$ cat config.mk
export PLATFORM = sky130hd
export DESIGN_NAME = lsu_addr_gen
export DESIGN_NICKNAME = d
export VERILOG_FILES = /design/src/rtl/lsu_agu_pkg.sv /design/src/rtl/lsu_agu_operand.sv /design/src/rtl/lsu_agu_adder.sv /design/src/rtl/lsu_agu_pair.sv /design/src/rtl/lsu_addr_gen.sv
export SDC_FILE = /design/constraint.sdc
export NUM_CORES = 1
export LEC_CHECK = 0
export ABC_AREA = 1
export BUFFER_PORTS_ARGS = -buffer_cell sky130_fd_sc_hd__buf_4
export CAP_MARGIN = 10
export CORE_MARGIN = 10
export CORE_UTILIZATION = 40
export DETAILED_ROUTE_END_ITERATION = 10
export PLACE_DENSITY_LB_ADDON = 0.08
export SLEW_MARGIN = 5
export SYNTH_ARGS = -nofsm -noshare
export SYNTH_HDL_FRONTEND = slang
export SYNTH_HIERARCHICAL = 1
export SYNTH_SLANG_ARGS = --single-unit
$ cat constraint.sdc
create_clock -name clk -period 1.1 [get_ports clk]
set_input_delay 0.11 -clock clk [delete_from_list [all_inputs] [get_ports clk]]
set_output_delay 0.11 -clock clk [all_outputs]
set_load 0.02 [all_outputs]
$ cat src/rtl/lsu_agu_pkg.sv
package lsu_agu_pkg;
  typedef enum logic [1:0] {
    AM_OFF_IMM  = 2'b00,
    AM_OFF_REG  = 2'b01,
    AM_PRE_IDX  = 2'b10,
    AM_POST_IDX = 2'b11
  } addr_mode_e;
endpackage

$ cat src/rtl/lsu_agu_operand.sv
module lsu_agu_operand
  import lsu_agu_pkg::*;
#(
  parameter int ADDR_W = 64,
  parameter int IMM_W  = 12
) (
  input  logic [ADDR_W-1:0] offset,
  input  logic [IMM_W-1:0]  imm,
  input  addr_mode_e        mode,
  output logic [ADDR_W-1:0] operand,
  output logic              wb_req,
  output logic              addr_is_sum
);
  localparam int EXT_W = ADDR_W - IMM_W;

  logic [ADDR_W-1:0] imm_sext;

  always_comb begin
    imm_sext = {{EXT_W{imm[IMM_W-1]}}, imm};
    operand  = (mode == AM_OFF_REG) ? offset : imm_sext;
    wb_req   = (mode == AM_PRE_IDX) || (mode == AM_POST_IDX);
    addr_is_sum = (mode != AM_POST_IDX);
  end
endmodule

$ cat src/rtl/lsu_agu_adder.sv
module lsu_agu_adder #(
  parameter int ADDR_W = 64
) (
  input  logic [ADDR_W-1:0] base,
  input  logic [ADDR_W-1:0] operand,
  input  logic              wb_req,
  input  logic              addr_is_sum,
  output logic [ADDR_W-1:0] addr,
  output logic [ADDR_W-1:0] wb_value
);
  logic [ADDR_W-1:0] sum;

  always_comb begin
    sum      = base + operand;
    addr     = addr_is_sum ? sum : base;
    wb_value = wb_req ? sum : '0;
  end
endmodule

$ cat src/rtl/lsu_agu_pair.sv
module lsu_agu_pair #(
  parameter int ADDR_W = 64,
  parameter int SIZE_W = 2
) (
  input  logic [ADDR_W-1:0]        addr,
  input  logic [SIZE_W-1:0]        size_code,
  input  logic                     pair,
  output logic [(1<<SIZE_W)-1:0]   size_bytes,
  output logic [ADDR_W-1:0]        addr2
);
  localparam int SZ_W  = 1 << SIZE_W;
  localparam int PAD_W = ADDR_W - SZ_W;

  for (genvar i = 0; i < SZ_W; i++) begin : g_size_dec
    assign size_bytes[i] = (size_code == SIZE_W'(i));
  end

  always_comb begin
    addr2 = pair ? (addr + {{PAD_W{1'b0}}, size_bytes}) : '0;
  end
endmodule

$ cat src/rtl/lsu_addr_gen.sv
module lsu_addr_gen
  import lsu_agu_pkg::*;
#(
  parameter int ADDR_W = 64,
  parameter int IMM_W  = 12,
  parameter int SIZE_W = 2
) (
  input  logic                   clk,
  input  logic                   rst_n,
  input  logic                   in_valid,
  input  logic [ADDR_W-1:0]      in_base,
  input  logic [ADDR_W-1:0]      in_offset,
  input  logic [IMM_W-1:0]       in_imm,
  input  logic [1:0]             in_mode,
  input  logic [SIZE_W-1:0]      in_size,
  input  logic                   in_pair,
  output logic                   out_valid,
  output logic [ADDR_W-1:0]      out_addr,
  output logic [ADDR_W-1:0]      out_addr2,
  output logic [(1<<SIZE_W)-1:0] out_size,
  output logic                   out_wb_en,
  output logic [ADDR_W-1:0]      out_wb_value
);
  localparam int SZ_W = 1 << SIZE_W;

  logic [ADDR_W-1:0] operand;
  logic              wb_req;
  logic              addr_is_sum;
  logic [ADDR_W-1:0] c_addr;
  logic [ADDR_W-1:0] c_wb_value;
  logic [ADDR_W-1:0] c_addr2;
  logic [SZ_W-1:0]   c_size;

  lsu_agu_operand #(.ADDR_W(ADDR_W), .IMM_W(IMM_W)) u_operand (
    .offset      (in_offset),
    .imm         (in_imm),
    .mode        (addr_mode_e'(in_mode)),
    .operand     (operand),
    .wb_req      (wb_req),
    .addr_is_sum (addr_is_sum)
  );

  lsu_agu_adder #(.ADDR_W(ADDR_W)) u_adder (
    .base        (in_base),
    .operand     (operand),
    .wb_req      (wb_req),
    .addr_is_sum (addr_is_sum),
    .addr        (c_addr),
    .wb_value    (c_wb_value)
  );

  lsu_agu_pair #(.ADDR_W(ADDR_W), .SIZE_W(SIZE_W)) u_pair (
    .addr       (c_addr),
    .size_code  (in_size),
    .pair       (in_pair),
    .size_bytes (c_size),
    .addr2      (c_addr2)
  );

  // next-state
  logic              valid_d;
  logic              wb_en_d;
  logic              data_ce;

  always_comb begin
    valid_d = in_valid;
    wb_en_d = in_valid & wb_req;
    data_ce = in_valid;
  end

  // registers
  always_ff @(posedge clk or negedge rst_n) begin
    if (!rst_n) begin
      out_valid <= 1'b0;
      out_wb_en <= 1'b0;
    end else begin
      out_valid <= valid_d;
      out_wb_en <= wb_en_d;
    end
  end

  always_ff @(posedge clk or negedge rst_n) begin
    if (!rst_n) begin
      out_addr     <= '0;
      out_addr2    <= '0;
      out_size     <= '0;
      out_wb_value <= '0;
    end else if (data_ce) begin
      out_addr     <= c_addr;
      out_addr2    <= c_addr2;
      out_size     <= c_size;
      out_wb_value <= c_wb_value;
    end
  end
endmodule

* After elaboration in Yosys (flattened, before gate mapping) *
Index checks and enable logic that the tools add are counted.

storage, ports and cells
  flip-flop bits (word level) = 198
  input port bits = 148
  logic and storage cells = 22

operators by class
  $add $sub $neg = 2
  equal/unequal tests = 7
  muxes and demuxes = 4
  bitwise gates (word level) = 1
  reduce and logical (&&, ||, !) cells = 2

operators with widths
  cell                                                                    number
  64-bit two-way mux                                                      4
  64-bit by 4-bit adder with 64-bit output                                1
  64-bit adder                                                            1
  2-bit equality test (second input constant)                             4
  2-bit by 1-bit equality test with 1-bit output (second input constant)  2
  2-bit zero test                                                         1
  2-bit != test (second input constant)                                   1
  1-bit bitwise AND                                                       1
  1-bit logical OR                                                        1

* Depth between registers and ports, before layout *
Gate-level depths: netlist of run 1.

  depth in word-level cells = 6
  mapped depth = 33
  gate-level depth less buffers = 33

* By module *
Netlist of run 1, hierarchy kept.

by module, submodules not included
  module           instances  cells an instance  area each (um^2)  seq. area each (um^2)
  lsu_addr_gen     1          832                7487.2            4954.8
  lsu_agu_adder    1          1534               7113.1            0.0
  lsu_agu_pair     1          589                2701.3            0.0
  lsu_agu_operand  1          164                749.5             0.0

* Least setup slack after synthesis of run 1 *
No wires, ideal clock.

  path kind = input port to flip-flop
  start point = input in_mode[1]
  end point = register out_addr2[62]
  data arrival time = 2.922 ns
  setup slack = -1.939 ns
  stages = 27
  cell sequence = inv_2 > buf_6 > nand3_1 > nand2_1 > ha_1 > inv_1 > fa_1 > inv_1 > nand3_1 > nand2_4 > nand2_2 > nand2_2 > nand2_1 > nand2_1 > xnor2_1 > o21ai_0 > nand2_1 > nor2_2 > nand2_1 > nor2_1 > nand2_2 > nor2_1 > nand2_1 > nand2_1 > nor2_1 > nand2_1 > nand2_1

between the ends
  word-level cells in the longest chain between the ends = 6
  elaborated cells on any way between the ends = 7

ends and longest elaborated chain
  element                                         RTL line               text
  start: declaration                              lsu_addr_gen.sv:14     input logic [1:0] in_mode,
  2-bit by 1-bit equality test with 1-bit output  lsu_agu_operand.sv:20  operand = (mode == AM_OFF_REG) ? offset : imm_sext;
  64-bit two-way mux                              lsu_agu_operand.sv:20
  net operand[0]                                  lsu_addr_gen.sv:26     logic [ADDR_W-1:0] operand;
  64-bit adder                                    lsu_agu_adder.sv:14    sum = base + operand;
  64-bit two-way mux                              lsu_agu_adder.sv:15    addr = addr_is_sum ? sum : base;
  net c_addr[16]                                  lsu_addr_gen.sv:29     logic [ADDR_W-1:0] c_addr;
  64-bit by 4-bit adder with 64-bit output        lsu_agu_pair.sv:19     addr2 = pair ? (addr + {{PAD_W{1'b0}}, size_bytes}) : '0;
  64-bit two-way mux                              lsu_agu_pair.sv:19
  net c_addr2[62]                                 lsu_addr_gen.sv:31     logic [ADDR_W-1:0] c_addr2;
  end signal: assignment                          lsu_addr_gen.sv:90     out_addr2 <= c_addr2;
  end: declaration                                lsu_addr_gen.sv:19     output logic [ADDR_W-1:0] out_addr2,

The timed path passes the listed nets, and every way through them passes these cells.
A chain may end at the register's enable or synchronous reset.

* Worst setup path in the final report of run 1 *
  start point = input in_mode[1]
  end point = register out_addr2[53]

The elaborated chain is that of the path after synthesis.

==> summary.txt, run 1 <==
Run status
  – Status: complete, but fails checks
  – Violated checks: negative setup slack

STA
  – Final setup viols: ~390
  – Max Clk Rate: 0.3150 GHz
  – Fin. max-slew vios: 0
  – Final Critical Period: 3.174 ns
  – Measured slew at the worst slew-check pin: 0.5619 ns
  – Fin. Hold Viols: 0
  – RSZ-0062 raised after global routing: yes
  – Tcrit/Tclk final: 2.886
  – Final setup margin: -2.074 ns
  – Setup TNS: -256.62 ns
  – Slew HR: 0.6254
  – Hold WS: 0.06777 ns
  – Clock skew: 0 ns

Synthesis
  – Register area share after synthesis: 0.2745
  – Syn_nets: 3336
  – Flops & latches, synth: about 200
  – Mapped Area: 0.01805 sq mm
  – Syn Area/Cell: just under 6 sq um
  – EDFF count, synth: 0
  – Synthesized instance count: 3119
  – FFs w/ async S/R, synth: 1.000
  – Synth unique cells: 40
  – Top FF cell, synth: dfrtp_1
  – Synthesis Warnings: 6

Cells and area
  – Multi-input logic area: 0.01529 sq mm
  – Final core utilization: 0.7093
  – Non-filler cells, final: 4658
  – Commonest non-fill, non-tap cell in the layout: nand2_1
  – Commonest cells after routing, fill and taps aside: 1200 x nand2_1, 900 x buf_4, 336 x inv_1, 275 x nand2_2, 198 x dfrtp_1
  – Post-layout nets: 4270
  – Fraction of layout cells with a size suffix above 1: 0.4749
  – # diodes: 0
  – Sequential Area: around 0.005 sq mm
  – Design Area, Final: 0.03150 sq mm
  – Fill cell instance count of the final layout: about 3800
  – Synth-to-layout area growth: 74.53%

Place
  – Port-buffer cells: 345
  – Post-Place Setup Slack: -3.195 ns
  – DP Area: 0.02604 sq mm
  – Dpl hpwl: 70430 microns
  – Placed Cells: 4476
  – Final GP Congestion: about 1.0

Worst setup path
  – Worst Setup EP: out_addr2[53]
  – Crit path from: in_mode[1]
  – Most used cell, CP: nand2_4
  – R2R Setup Slk: 0.39 ns
  – Critical path fanouts, max: 6
  – Max stage delay on crit path: 0.34 ns
  – Crit path kind: in2reg
  – Worst Path Required: ~1.5 ns
  – Kind of start point of the critical path: input port
  – Critical Path AT: 3.57 ns
  – Slowest CP cell: fa_2
  – Worst reg2reg path depth: 2
  – RR Startpoint: out_addr2[63]
  – Reg2reg end: out_addr2[63]
  – Crit end category: register

Min path
  – Hold WC Path Type: in2reg
  – Min-delay src: in_size[0]

Route
  – Detailed Route WL: 91100 microns
  – Number of DRC markers in iteration 0: 1938
  – Vias per cell: 5.119
  – Wire per inst: 19.56 microns
  – Via count: 23840
  – DR pass1 iterations: 5
  – Post-route ant nets: 0
  – Residual DRC: 0

CTS
  – Total CTS buffers: 17
  – CTS tree: done
  – Clk slew on worst S/H paths: 0.08 ns
  – Clk root buf: clkbuf_16
  – Htree depth: 4
  – Max Buffers Root-to-Sink: 2
  – CTS Sinks: 198
  – Clock Latency Late Sink: 0.49 ns

Pwr
  – Power per cell area: around 1200 mW/mm^2
  – Peak supply drop: ~1.1 mV
  – Tot Pwr: 39.05 mW
  – Lkg Pwr: between 15 and 20 nW

Global routing
  – Largest net degree at the start of global routing: 105
  – GRT overflow: 0
  – Total track usage: 0.3184
  – Vias in the first global route: 22920
  – Initial antenna violation count: 0
  – First-pass GRT wire length: 132400 microns

Floorplan
  – I/O pins: ~350
  – Row cnt: 77
  – Core ar.: 0.04441 sq mm
  – Die Y: 232.4 microns
  – Initial Utilization: 0.4064
  – Die ar.: 0.05402 sq mm
  – Die X: roughly 230 microns

Run
  – Max Cap Viol: 0
[synthesized netlist by cell type, drive strengths merged (23+ instances only)]
cell	count	area share
a21oi	63	0.018
buf	68	0.026
dfrtp	198	0.27
ha	67	0.046
inv	405	0.084
nand2	1600	0.34
nand3	166	0.050
nand4	23	0.0083
nor2	344	0.080
nor3	23	0.0089
o21ai	61	0.018
xnor2	24	0.012
[layer usage]
| layer | vias up | part of all wire | GRT usage |
|---|---|---|---|
| li1 | 11320 | - | - |
| met1 | 11360 | 0.42 | 0.4104 |
| met2 | 939 | 0.47 | 0.5301 |
| met3 | 218 | 0.062 | 0.04210 |
| met4 | 0 | 0.046 | 0.1260 |
| met5 | - | 0 | 0 |
[registers in the layout, indices dropped and copies added (netlist names)]
signal,cells
out_addr,64
out_wb_value,64
out_size,4
out_wb_en,1
out_valid,1
out_addr2,64
[what timing repair did]
item                                    in CTS  in global routing
endpoints found under the hold margin      204                  0
endpoints found under the setup margin     388                393
resized for setup                          440                470
setup buffers                               88                 60
gates cloned                                 7                  3
hold buffers                                 3                  0
pin swaps                                  133                298
[worst min path at each step]
stage,endpoint,slack [ns],cells past startpoint
floorplan,out_addr2[0],-0.19,0
global placement,out_addr2[31],0.06,1
detailed placement,out_addr2[31],0.06,1
CTS,out_wb_value[0],0.05,6
global route,out_size[0],0.09,5
finish,out_size[0],0.07,5
[power breakdown]
group          total (mW)  switching [mW]  leakage [nW]  internal (mW)
registers            9.24           0.795          2.53           8.45
logic                23.2            13.1          14.3           10.1
clock network        6.62            3.32         0.287           3.29
total                39.0            17.2          17.1           21.9
[kinds of logic (layout without fill, tap and decap cells)]
family | count (synthesis) | in the layout | share of synthesized area
simple gates | 2180 | 2181 | 0.5016
buf+inv | 495 | 1441 | 0.1146
flops | 198 | 198 | 0.2745
compound gates | 135 | 135 | 0.04034
fa+ha+maj | 69 | 69 | 0.04866
xor+xnor | 42 | 42 | 0.02038
[critical path, delay by kind of cell]
| kind | cells | cell delay (ns) |
|---|---|---|
| simple gates | 21 | 1.84 |
| fa+ha+maj | 2 | 0.47 |
| buf+inv | 8 | 0.80 |
| compound gates | 1 | 0.32 |
[cell type report]
class                      instances  area share
inverter                         406     0.04949
sequential                       198      0.1573
clock inverter                    13    0.004925
clock buffer                      19     0.01406
multi-input combinational       2427      0.4854
tap                              592     0.02351
timing repair buffer            1003      0.2653
No activity file was read; power rests on OpenSTA's default activity.
==> run 2: changes to the inputs <==
- SKIP_CTS_REPAIR_TIMING: default -> 1
==> run 2 against run 1 <==
Combinational power shrank 6%. First-iteration DRC count shrank 0.26%. The run still ends with negative setup slack left. Via count shrank 2.5%. Critical endpoint is now out_addr2[45]. Clock skew is the same. Worst hold slack lost 0.050 ns. Wire length shrank 2.5%. Setup slack lost 0.028 ns.
==> summary.txt, run 2 (synthesized netlist as in run 1, its figures left out) <==
Run status
  – Status: complete, but fails checks
  – Violated checks: negative setup slack

Pwr
  – Peak supply drop: 1.102 mV (-1.7%)
  – Lkg Pwr: 16.57 nW (-3.0%)
  – Tot Pwr: 37.56 mW (-3.8%)
  – Power per cell area: 1251 mW/mm^2 (+0.94%)

STA
  – Final setup margin: -2.102 ns (-0.02804 ns)
  – Measured slew at the worst slew-check pin: 0.5525 ns (-0.009328 ns)
  – Fin. max-slew vios: 0 (unchanged)
  – Hold WS: 0.01788 ns (-0.04989 ns)
  – Clock skew: 0 ns (unchanged)
  – Setup TNS: -259.78 ns (-3.156 ns)
  – Final setup viols: 388 (unchanged)
  – Slew HR: 0.6316 (+0.006219)
  – Max Clk Rate: 0.3123 GHz (-0.88%)
  – RSZ-0062 raised after global routing: yes
  – Final Critical Period: 3.202 ns (+0.02804 ns)
  – Tcrit/Tclk final: 2.911 (+0.02549)
  – Fin. Hold Viols: 0 (unchanged)

Floorplan
  – I/O pins: 346 (unchanged)
  – Die ar.: 0.05402 sq mm (unchanged)
  – Row cnt: 77 (unchanged)
  – Die Y: 232.4 microns (unchanged)
  – Die X: 232.4 microns (unchanged)
  – Initial Utilization: 0.4064 (unchanged)
  – Core ar.: 0.04441 sq mm (unchanged)

Cells and area
  – Commonest cells after routing, fill and taps aside: 1295 x nand2_1, 880 x buf_4, 357 x inv_1, 218 x nand2_2, 198 x dfrtp_1
  – Post-layout nets: 4222 (-1.1%)
  – Fill cell instance count of the final layout: 4033 (+7.1%)
  – Synth-to-layout area growth: 66.32%
  – Sequential Area: 0.004955 sq mm (unchanged)
  – # diodes: 0 (unchanged)
  – Multi-input logic area: 0.01435 sq mm (-6.2%)
  – Largest registers: out_addr2: 64 flops, out_addr: 64 flops, out_wb_value: 64 flops
  – Design Area, Final: 0.03002 sq mm (-4.7%)
  – Commonest non-fill, non-tap cell in the layout: nand2_1
  – Non-filler cells, final: 4610 (-1.0%)
  – Fraction of layout cells with a size suffix above 1: 0.4286 (-0.04634)
  – Final core utilization: 0.6760 (-0.03335)

Place
  – Post-Place Setup Slack: -3.195 ns (unchanged)
  – DP Area: 0.02604 sq mm (unchanged)
  – Dpl hpwl: 70430 microns (unchanged)
  – Port-buffer cells: 345 (unchanged)
  – Placed Cells: 4476 (unchanged)
  – Final GP Congestion: 1.023 (unchanged)

Global routing
  – First-pass GRT wire length: 125900 microns (-4.9%)
  – Total track usage: 0.3030 (-0.01539)
  – Largest net degree at the start of global routing: 105 (unchanged)
  – Vias in the first global route: 21660 (-5.5%)
  – GRT overflow: 0 (unchanged)
  – Initial antenna violation count: 0 (unchanged)

Run
  – Max Cap Viol: 0 (unchanged)

CTS
  – Max Buffers Root-to-Sink: 2 (unchanged)
  – CTS Sinks: 198 (unchanged)
  – Clock Latency Late Sink: 0.49 ns (about the same)
  – Htree depth: 4 (unchanged)
  – Total CTS buffers: 17 (unchanged)
  – Clk root buf: clkbuf_16
  – CTS tree: done
  – Clk slew on worst S/H paths: 0.08 ns (about the same)

Route
  – Residual DRC: 0 (unchanged)
  – DR pass1 iterations: 5 (unchanged)
  – Vias per cell: 5.041 (-1.5%)
  – Number of DRC markers in iteration 0: 1933 (-0.26%)
  – Via count: 23240 (-2.5%)
  – Post-route ant nets: 0 (unchanged)
  – Wire per inst: 19.26 microns (-1.5%)
  – Detailed Route WL: 88810 microns (-2.5%)

Worst setup path
  – Crit end category: register
  – Critical Path AT: 3.64 ns (+0.07 ns)
  – Max stage delay on crit path: 0.25 ns (-0.09 ns)
  – Crit path kind: in2reg
  – Most used cell, CP: nand2_1
  – Critical path fanouts, max: 6 (unchanged)
  – Worst Path Required: 1.54 ns (+0.05 ns)
  – Slowest CP cell: ha_4
  – Kind of start point of the critical path: input port

Min path
  – Hold WC Path Type: in2reg
## run 2: final cells by class
type	instances	area share
Multi-Input combinational cell	2428	0.4778
Timing Repair Buffer	954	0.2609
Clock buffer	19	0.01475
Inverter	406	0.05168
Sequential cell	198	0.1650
Tap cell	592	0.02467
Clock inverter	13	0.005168
## run 2: final timing paths
| path | start | endpoint | slack, ns | cells after the start |
|---|---|---|---|---|
| worst max-delay path | in_mode[1] | out_addr2[45] | -2.10 | 33 |
| worst min-delay path | in_valid | out_wb_value[33] | 0.02 | 4 |
| worst max register to register | out_addr2[63] | out_addr2[63] | 0.39 | 2 |
| worst min register to register | out_wb_value[5] | out_wb_value[5] | 0.47 | 2 |
| max in group asynchronous | rst_n | out_wb_value[48] | 0.40 | 3 |
| min in group asynchronous | rst_n | out_addr2[31] | 0.11 | 2 |
## run 2: critical path: cells and delay by family
kind / cells / cell delay, ns
buffers and inverters: 7 / 0.86
and+or+nand+nor: 23 / 2.05
adders and majority gates: 1 / 0.25
AOI/OAI and AO/OA: 2 / 0.37
## run 2: per-layer routing
layer  wire [microns]  vias to the layer above  track usage
met1            38120                    11000       0.3993
li1                 -                    11210            -
met5                0                        -            0
met4             3594                        0       0.1135
met3             5225                      176      0.03857
met2            41870                      849       0.4978
## run 2: power by group
group	switching, mW	internal (mW)
registers	0.790	8.45
clock network	3.32	3.29
logic	12.3	9.37
==> run 3: changes to the inputs <==
- CORE_UTILIZATION: 40 -> 30
==> run 3 against run 2 <==
The run still ends with negative setup slack left. Non-clock buffer count is 97 higher. Global-route usage is 4.5 points lower. Cell area is 8.4% higher. Sequential power hardly changed. Wire length is 11% higher. Critical path type unchanged. Largest cell class unchanged. Fmax is 0.95% higher. Flip-flop and latch count stayed put. Sequential share of layout area is 1.3 points lower. Count of clock-buffer cells in the layout is 2 lower. Worst hold slack worse by 0.016 ns. Critical endpoint is now out_addr2[43]. Register-to-register slack better by 0.03 ns. Clock power is 6.1% higher.
==> summary.txt, run 3 (synthesized netlist as in run 1, its figures left out) <==
Floorplan
  – I/O pins: 346 (unchanged)
  – Row cnt: 89 (+16%)
  – Die Y: 265.3 microns (+14%)
  – Die ar.: 0.07038 sq mm (+30%)
  – Core ar.: 0.05924 sq mm (+33%)
  – Die X: 265.3 microns (+14%)
  – Initial Utilization: 0.3047 (-0.1017)

CTS
  – CTS tree: done
  – Clk slew on worst S/H paths: 0.08 ns (about the same)
  – CTS Sinks: 198 (unchanged)
  – Htree depth: 4 (unchanged)
  – Clock Latency Late Sink: 0.50 ns (about the same)
  – Total CTS buffers: 17 (unchanged)
  – Max Buffers Root-to-Sink: 2 (unchanged)
  – Clk root buf: clkbuf_16

Run status
  – Violated checks: negative setup slack
  – Status: complete, but fails checks

STA
  – Max Clk Rate: 0.3152 GHz (+0.95%)
  – Slew HR: 0.5956 (-0.03603)
  – Final setup margin: -2.072 ns (+0.03009 ns)
  – Clock skew: 0 ns (unchanged)
  – Fin. max-slew vios: 0 (unchanged)
  – Measured slew at the worst slew-check pin: 0.6066 ns (+0.05405 ns)
  – Tcrit/Tclk final: 2.884 (-0.02735)
  – Final setup viols: 388 (unchanged)
  – Hold WS: 0.001759 ns (-0.01612 ns)
  – Fin. Hold Viols: 0 (unchanged)
  – RSZ-0062 raised after global routing: yes
  – Setup TNS: -265.41 ns (-5.629 ns)
  – Final Critical Period: 3.172 ns (-0.03009 ns)

Cells and area
  – Final core utilization: 0.5492 (-0.1268)
  – Sequential Area: 0.004955 sq mm (unchanged)
  – Fill cell instance count of the final layout: 5918 (+47%)
  – Multi-input logic area: 0.01559 sq mm (+8.7%)
  – Post-layout nets: 4319 (+2.3%)
  – Synth-to-layout area growth: 80.23%
  – Largest registers: out_addr2: 64 flops, out_addr: 64 flops, out_wb_value: 64 flops
  – Fraction of layout cells with a size suffix above 1: 0.4834 (+0.05478)
  – Commonest cells after routing, fill and taps aside: 1211 x nand2_1, 911 x buf_4, 337 x inv_1, 253 x nand2_2, 198 x dfrtp_1
  – Commonest non-fill, non-tap cell in the layout: nand2_1

Place
  – Final GP Congestion: 0.9254 (-9.5%)
  – Post-Place Setup Slack: -3.047 ns (+0.1476 ns)
  – Dpl hpwl: 79560 microns (+13%)
  – Port-buffer cells: 345 (unchanged)

Global routing
  – First-pass GRT wire length: 137400 microns (+9.1%)
  – Initial antenna violation count: 1 (+1)
  – GRT overflow: 0 (unchanged)
  – Total track usage: 0.2581 (-0.04492)
  – Largest net degree at the start of global routing: 56 (-47%)
  – Vias in the first global route: 22220 (+2.6%)

Route
  – Vias per cell: 4.727 (-6.2%)
  – Residual DRC: 0 (unchanged)
  – Wire per inst: 20.13 microns (+4.5%)
  – Via count: 23110 (-0.56%)
  – Post-route ant nets: 0 (unchanged)
  – Number of DRC markers in iteration 0: 1335 (-31%)
  – Detailed Route WL: 98430 microns (+11%)
  – DR pass1 iterations: 5 (unchanged)

Worst setup path
  – Worst reg2reg path depth: 2 (unchanged)
  – Worst Path Required: 1.54 ns (about the same)
  – Kind of start point of the critical path: input port
  – Slowest CP cell: fa_2
  – Crit path kind: in2reg
  – Crit end category: register
  – Critical path fanouts, max: 6 (unchanged)
  – Max stage delay on crit path: 0.37 ns (+0.12 ns)
  – Most used cell, CP: nand2_2
  – Critical Path AT: 3.61 ns (-0.03 ns)

Min path
  – Hold Path Depth: 4 (unchanged)
  – Hold WC Path Type: in2reg

Pwr
  – Peak supply drop: 1.240 mV (+13%)
  – Lkg Pwr: 17.50 nW (+5.6%)
  – Power per cell area: 1245 mW/mm^2 (-0.48%)

Run
  – Max Cap Viol: 0 (unchanged)
## run 3: cell types whose count changed in the layout (fill, tap and decap cells not counted), sizes merged
cell,before,now
inv,412,411
dlygate4sd3,1,2
clkbuf,28,24
diode,0,1
clkinv,4,10
bufinv,1,0
clkinvlp,2,0
buf,944,1042
## run 3: final timing paths
kind	startpoint	endpoint	slack (ns)
worst max-delay path	in_mode[1]	out_addr2[43]	-2.07
worst min-delay path	in_valid	out_wb_value[1]	0.002
max in group asynchronous	rst_n	out_wb_value[39]	0.51
worst max register to register	out_addr2[62]	out_addr2[62]	0.42
min in group asynchronous	rst_n	out_addr[5]	0.04
worst min register to register	out_addr[53]	out_addr[53]	0.48
## run 3: layer usage
layer / track usage / part of all wire
met1: 0.3504 / 0.46
met2: 0.4288 / 0.48
met3: 0.02870 / 0.038
met4: 0.06631 / 0.019
met5: 0 / 0
## run 3: cell type report
| type | instances | share of cell area |
|---|---|---|
| inverters | 406 | 0.04853 |
| clock inverters | 15 | 0.005769 |
| clock buffers | 17 | 0.01308 |
| well taps | 773 | 0.02973 |
| multi-input cells | 2428 | 0.4793 |
| repair buffers | 1051 | 0.2712 |
| flip-flops and latches | 198 | 0.1523 |
| diodes | 1 | 0.00007692 |
## run 3: worst max-delay path: cells and delay by family
kind            cells  cell delay (ns)
fa+ha+maj           1             0.37
compound gates      2             0.41
buf+inv             6             0.60
simple gates       21             2.06
## run 3: report_power, final
group          switching (mW)  internal (mW)  total (mW)
registers               0.823           8.45        9.27
logic                    13.5           10.7        24.2
clock network            3.88           3.13        7.01
## run 3: stage by stage
stage          cells  cell area [sq um]  power (mW)
6_report        4889              32530       40.51
3_5_place_dp    4728              26870       28.71
4_1_cts         4760              27490       35.80
2_1_floorplan   3119              19160       18.33
3_3_place_gp    4728              26870       28.63
5_1_grt         4889              32530       42.61
